--- src/rtl/wdog_pkg.sv ---
package wdog_pkg;
  typedef enum logic [1:0] {
    WD_IDLE   = 2'd0,
    WD_PRE    = 2'd1,
    WD_ACT    = 2'd2,
    WD_ACT_K1 = 2'd3
  } wdState_t;

  typedef struct packed {
    logic clr;
    logic run;
    logic keyFault;
  } wdStrobe_t;
endpackage

--- src/rtl/wdog_fsm.sv ---
module wdog_fsm
  import wdog_pkg::*;
#(
  parameter int DATA_W  = 32,
  parameter int KEY_W   = 16,
  parameter int KEY_LSB = 16,
  parameter int EN_BIT  = 14,
  parameter logic [KEY_W-1:0] KEY_A = 16'hA5C6,
  parameter logic [KEY_W-1:0] KEY_B = 16'hDA7E
) (
  input  logic              clk,
  input  logic              rstN,
  input  logic              wrEn,
  input  logic [DATA_W-1:0] wrData,
  input  logic              wdMode,
  output wdStrobe_t         stb,
  output logic              wdActive
);
  wdState_t state, nextState;
  logic [KEY_W-1:0] key;
  logic enBit, wrOk;

  assign key   = wrData[KEY_LSB +: KEY_W];
  assign enBit = wrData[EN_BIT];
  assign wrOk  = wrEn && wdMode;

  always_comb begin
    nextState    = state;
    stb.clr      = 1'b0;
    stb.keyFault = 1'b0;
    stb.run      = wdMode && (state == WD_ACT || state == WD_ACT_K1);
    case (state)
      WD_IDLE: if (wrOk && key == KEY_A && enBit) nextState = WD_PRE;
      WD_PRE: if (wrOk) begin
        if (key == KEY_B && enBit) begin
          nextState = WD_ACT;
          stb.clr   = 1'b1;
        end else begin
          nextState = WD_IDLE;
        end
      end
      WD_ACT: if (wrOk) begin
        if (key == KEY_A) nextState = WD_ACT_K1;
        else if (key != KEY_B) stb.keyFault = 1'b1;
      end
      WD_ACT_K1: if (wrOk) begin
        if (key == KEY_B) begin
          nextState = WD_ACT;
          stb.clr   = 1'b1;
        end else if (key != KEY_A) begin
          stb.keyFault = 1'b1;
        end
      end
      default: nextState = WD_IDLE;
    endcase
  end

  always_ff @(posedge clk or negedge rstN) begin
    if (!rstN) state <= WD_IDLE;
    else       state <= nextState;
  end

  assign wdActive = (state == WD_ACT) || (state == WD_ACT_K1);
endmodule

--- src/rtl/wdog_cnt.sv ---
module wdog_cnt
  import wdog_pkg::*;
#(
  parameter int CNT_W = 64
) (
  input  logic             clk,
  input  logic             rstN,
  input  wdStrobe_t        stb,
  input  logic [CNT_W-1:0] period,
  output logic [CNT_W-1:0] count,
  output logic             rstReq
);
  logic hitPeriod;
  assign hitPeriod = stb.run && !rstReq && (count == period);

  always_ff @(posedge clk or negedge rstN) begin
    if (!rstN) begin
      count  <= '0;
      rstReq <= 1'b0;
    end else begin
      if (stb.keyFault || hitPeriod) rstReq <= 1'b1;
      if (stb.clr)                   count <= '0;
      else if (stb.run && !rstReq)   count <= count + 1'b1;
    end
  end
endmodule

--- src/rtl/wdog_ctrl.sv ---
module wdog_ctrl
  import wdog_pkg::*;
#(
  parameter int CNT_W   = 64,
  parameter int DATA_W  = 32,
  parameter int KEY_W   = 16,
  parameter int KEY_LSB = 16,
  parameter int EN_BIT  = 14,
  parameter int MODE_W  = 2,
  parameter logic [MODE_W-1:0] WD_MODE = 2'b10,
  parameter logic [KEY_W-1:0]  KEY_A = 16'hA5C6,
  parameter logic [KEY_W-1:0]  KEY_B = 16'hDA7E
) (
  input  logic              clk,
  input  logic              rstN,
  input  logic              ctlWrEn,
  input  logic [DATA_W-1:0] ctlWrData,
  input  logic [MODE_W-1:0] timerMode,
  input  logic              loRun,
  input  logic              hiRun,
  input  logic [CNT_W-1:0]  period,
  output logic [CNT_W-1:0]  count,
  output logic              wdActive,
  output logic              rstReq
);
  wdStrobe_t stb;
  logic wdMode;
  assign wdMode = (timerMode == WD_MODE) && loRun && hiRun;

  wdog_fsm #(
    .DATA_W(DATA_W), .KEY_W(KEY_W), .KEY_LSB(KEY_LSB),
    .EN_BIT(EN_BIT), .KEY_A(KEY_A), .KEY_B(KEY_B)
  ) u_fsm (
    .clk(clk), .rstN(rstN), .wrEn(ctlWrEn), .wrData(ctlWrData),
    .wdMode(wdMode), .stb(stb), .wdActive(wdActive)
  );

  wdog_cnt #(.CNT_W(CNT_W)) u_cnt (
    .clk(clk), .rstN(rstN), .stb(stb), .period(period),
    .count(count), .rstReq(rstReq)
  );
endmodule

--- config.mk ---
export PLATFORM = sky130hd
export DESIGN_NAME = wdog_ctrl
export DESIGN_NICKNAME = d
export VERILOG_FILES = /design/src/rtl/wdog_pkg.sv /design/src/rtl/wdog_fsm.sv /design/src/rtl/wdog_cnt.sv /design/src/rtl/wdog_ctrl.sv
export SDC_FILE = /design/constraint.sdc
export NUM_CORES = 1
export LEC_CHECK = 0
export ABC_AREA = 0
export ABC_CLOCK_PERIOD_IN_PS = 4300
export BUFFER_PORTS_ARGS = -buffer_cell sky130_fd_sc_hd__buf_2
export CORE_ASPECT_RATIO = 2
export CORE_MARGIN = 8
export CORE_UTILIZATION = 40
export DETAILED_ROUTE_END_ITERATION = 12
export PLACE_DENSITY_LB_ADDON = 0.2
export RECOVER_POWER = 25
export REMOVE_ABC_BUFFERS = 1
export SYNTH_ARGS = -nofsm -noshare
export SYNTH_HDL_FRONTEND = slang
export SYNTH_HIERARCHICAL = 1
export SYNTH_SLANG_ARGS = --single-unit
--- constraint.sdc ---
create_clock -name clk -period 4.3 [get_ports clk]
set_input_delay 1.29 -clock clk [delete_from_list [all_inputs] [get_ports clk]]
set_output_delay 1.29 -clock clk [all_outputs]
set_load 0.02 [all_outputs]
After elaboration in Yosys (flattened, before gate mapping)
Index checks and enable logic that the tools add are counted.

operators by class
  add/sub/neg operators = 1
  reduce and logical (&&, ||, !) cells = 15
  multiplexer cells = 22
  eq/ne operators = 15

operators with widths
  cell                                                              number
  64-bit 2-to-1 mux                                                 2
  64-bit by 1-bit adder with 64-bit output (second input constant)  1
  64-bit == test                                                    1
  16-bit == test (second input constant)                            2
  16-bit != test (second input constant)                            2
  2-bit 2-to-1 mux                                                  7
  1-bit 2-to-1 mux                                                  10
  2-bit by 1-bit != test with 1-bit output (second input constant)  5
  1-bit logical AND                                                 9
  2-bit case mux with 4 select lines                                1
  2-bit == test (second input constant)                             3
  6-bit AND reduction                                               1
  1-bit case mux with 2 select lines                                2
  2-bit by 1-bit == test with 1-bit output (second input constant)  1
  2-bit logical NOT                                                 1
  1-bit logical OR                                                  2
  2-bit != test (second input constant)                             1
  2-bit nonzero test                                                1
  1-bit logical NOT                                                 1

word-level totals
  input port bits = 103
  register bits = 67
  logic and storage cells = 56

Logic depth before layout (Yosys ltp)
  word-level depth = 8
  depth in mapped cells = 9

Modules after synthesis
Netlist, hierarchy kept.

modules (own cells, without submodules)
  module     cells an instance  area each (um^2)  instances
  wdog_cnt   492                4285.4            1
  wdog_fsm   26                 231.5             1
  wdog_ctrl  1                  10.0              1

Least setup slack after synthesis
OpenSTA, ideal clock, no wires.

  path type = input to register
  start point = in timerMode[0]
  end point = reg u_cnt.count[62]
  required time = 4.222 ns
  setup slack = 1.064 ns
  arrival time = 3.158 ns
  library setup time = 0.078 ns
  stages = 8
  path through = and4b_1 -> and2_1 -> nand2b_1 -> clkbuf_1 -> nor4_2 -> nand4_1 -> or3_1 -> a21oi_1

RTL lines
  element               RTL line         source
  start, declared       wdog_ctrl.sv:18  input logic [MODE_W-1:0] timerMode,
  end signal, assigned  wdog_cnt.sv:23   else if (stb.run && !rstReq) count <= count + 1'b1;
  end, declared         wdog_cnt.sv:10   output logic [CNT_W-1:0] count,

==> key figures <==
Detailed routing
  • Met2 WL: 7.92 mm
  • Top layer in use: met4
  • WL met1: 6.38 mm
  • # DRC: 0
  • Drt via density: 5.69
  • Drt first pass iters: 5
  • Detailed-route via count: 4641
  • Wire length on met3: 1.05 mm
  • WL final: 15.8 mm
  • DR iter-0 viols: 366
  • WL per Instance: 19.4 um
  • Antenna-violating nets left: 0

Clocking
  • Hold buffer count at cts: 0
  • H-tree depth: 3
  • Clk pin slew, worst setup/hold paths: 0.05 ns
  • Clk sinks: 67
  • CTS root buf: clkbuf_16
  • CTS tree: built
  • Clock latency at the later pin of the worst-skew pair: 0.33 ns
  • TritonCTS Buffers: 9
  • CTS resizes: 0
  • # Post-CTS Setup Buffers: 0
  • Bufs on Longest Clock Path: 2

Pwr
  • Combinational Power Share: 0.072
  • Sw Share: 0.222
  • PwrDens: 249 nW/um^2
  • P_int: 1.10 mW
  • Leakage: 2.52 nW
  • Seq pwr share: 0.448
  • Tot Pwr: 1.42 mW
  • Peak VDD IR: 229 uV
  • P_sw: 0.315 mW
  • Clock share of power: 0.480

Floorplanning
  • Initial Utilization: 0.406
  • Row Count: 55
  • Die Y: 166 um
  • Core footprint: 11100 um^2
  • Die area: 15200 um^2
  • IO Pins: 169
  • Die width: 91.2 um

Worst setup path
  • Crit start category: input port
  • CP max FO: 9
  • Worst setup EP type: flop
  • Crit path DAT: 3.47 ns
  • Crit Path Class: input port to flop
  • CP required: 4.51 ns

Global routing
  • Global-route wire length before repair: 24.7 mm
  • Largest net degree at the start of global routing: 65
  • Vias in the first global route: 4593
  • Total gr overflow: 0
  • GRT Total Usage: 0.207
  • Antenna violations before repair: 0

STA
  • Worst-margin pin slew: 1.32 ns
  • Tcrit/Tclk final: 0.758
  • Finish-stage setup viols: 0
  • Highest clock rate: 307 MHz
  • Hold Fails Final Rpt: 0
  • RSZ-0062 raised after global routing: false
  • Slew Limit Fails: 0
  • Slew margin rel.: 0.118
  • Minimum clock period: 3.26 ns
  • Final worst slack: 1.04 ns
  • Worst Skew: 0.00432 ns
  • Fin Setup TNS: 0 ns
  • WHS: 0.561 ns

Synth
  • Synth Warn #: 6
  • Flops & latches, synth: 67
  • Mapped cell area: 4530 um^2
  • EDFF count, synth: 0
  • Synth Flop Type: dfrtp_1
  • Seq/Total Area, Yosys: 0.370
  • Mean area per synthesized cell: 8.72 um^2
  • Async SR Flop Fraction: 1.00
  • Cells after Synth: 519
  • Yosys cell types: 50

Place
  • Final weighted congestion in routability-driven placement: 0.862
  • IO Port Bufs: 153
  • Worst slack, placed: 0.766 ns
  • Post-DP HPWL: 12.3 mm

Final layout
  • Antenna cells: 0
  • Share of cells above drive strength 1: 0.278
  • Area added between synthesis and finish: 26.0%
  • Fin nets: 772

Status
  • Status: completed

Flow run
  • Max Cap Viol: 0

Worst hold path
  • Worst hold path type: flop to flop
-- layout by cell type (no fill, tap or decap), drive strengths merged, types with 2 or more instances in the layout --
cell,n
o31ai,10
nor3,8
nand2,27
nor2,45
xor2,22
nand2b,8
o21ai,17
a21oi,26
nand3,32
dfrtp,67
o21ba,3
buf,158
and4,4
clkinv,2
nand4,43
inv,18
o31a,3
xnor2,62
or4,13
and2,5
o22ai,4
and3,10
a2111o,2
clkbuf,16
nor2b,10
nor4,23
o2111ai,3
or3,17
-- path summary, 6_finish.rpt --
kind,startpoint,end,slack (ns),depth (start not counted)
min in group asynchronous,rstN,u_cnt/count[63]$_DFFE_PN0P_,1.24,1
max reg2reg,u_cnt/count[0]$_DFFE_PN0P_,u_cnt/count[60]$_DFFE_PN0P_,1.46,6
min reg2reg,u_cnt/rstReq$_DFFE_PN0P_,u_cnt/rstReq$_DFFE_PN0P_,0.56,2
max in group asynchronous,rstN,u_cnt/count[21]$_DFFE_PN0P_,1.31,2
max,timerMode[0],u_cnt/count[19]$_DFFE_PN0P_,1.04,8
min,u_cnt/rstReq$_DFFE_PN0P_,u_cnt/rstReq$_DFFE_PN0P_,0.56,2
-- synthesized netlist by cell type, types with 4 or more instances --
| cell type | number | area share |
|---|---|---|
| o21ai_0 | 17 | 0.019 |
| o22ai_1 | 4 | 0.0055 |
| clkbuf_1 | 14 | 0.012 |
| nor2b_1 | 10 | 0.014 |
| dfrtp_1 | 67 | 0.37 |
| buf_2 | 5 | 0.0055 |
| o31ai_1 | 10 | 0.017 |
| or4_1 | 12 | 0.020 |
| nor4_2 | 4 | 0.011 |
| nor4_1 | 19 | 0.026 |
| or3_1 | 15 | 0.021 |
| and3_1 | 10 | 0.014 |
| a21oi_1 | 26 | 0.029 |
| xor2_1 | 22 | 0.043 |
| inv_1 | 18 | 0.015 |
| nand2b_1 | 8 | 0.011 |
| and2_1 | 5 | 0.0069 |
| nand2_1 | 27 | 0.022 |
| nand3_1 | 32 | 0.035 |
| nor3_1 | 8 | 0.0088 |
| xnor2_1 | 62 | 0.12 |
| nor2_1 | 45 | 0.037 |
| nand4_1 | 42 | 0.058 |
-- metrics by stage --
| stage | area (um^2) | std cells | util |
|---|---|---|---|
| after floorplan | 4430 | 497 | - |
| after global placement | 5440 | 799 | 0.488 |
| after detailed placement | 5440 | 799 | 0.488 |
| after CTS | 5710 | 815 | 0.512 |
| after global routing | 5710 | 815 | 0.512 |
| final | 5710 | 815 | 0.512 |
-- logic make-up (layout without fill, tap and decap cells) --
kind of cell             Yosys count  in the layout  synth area share
AO/OA/AOI/OAI                     74             74             0.106
XOR/XNOR                          84             84             0.163
adder cells (fa/ha/maj)            1              1           0.00276
buffers and inverters             40            194            0.0373
flip-flops                        67             67             0.370
AND/OR/NAND/NOR                  253            253             0.321
-- cell type report --
cell class	count	area, um^2
multi-input cells	412	2680
flip-flops and latches	67	1680
fillers	1135	5440
clock inverters	2	10.0
repair buffers	160	827
well taps	142	178
inverters	18	67.6
clock buffers	14	264
-- power by group through the flow --
stage	Combinational, mW	Sequential (mW)	Clock (mW)
after CTS	0.105	0.635	0.691
after floorplan	0.0329	0.645	0
after detailed placement	0.104	0.646	0
final	0.103	0.635	0.681
after global placement	0.103	0.645	0
after global routing	0.113	0.634	0.726
-- registers in the layout, indices dropped and copies added (netlist names) --
register / cells
u_cnt/rstReq: 1
u_cnt/count: 64
u_fsm/state: 2
-- critical path: stages --
cell and delay, ns:
buf_2 0.09, and4b_1 0.24, and2_1 0.18, nand2b_1 0.27, or4_1 0.77, nor4_1 0.39, xnor2_1 0.17, nor2_1 0.05
-- per-layer routing --
metal | track usage | vias up
met5 | 0 | -
met4 | 0.0861 | 0
met3 | 0.0527 | 25
met2 | 0.346 | 195
met1 | 0.243 | 2208
li1 | - | 2213
Power figures use the tool's default switching activity.
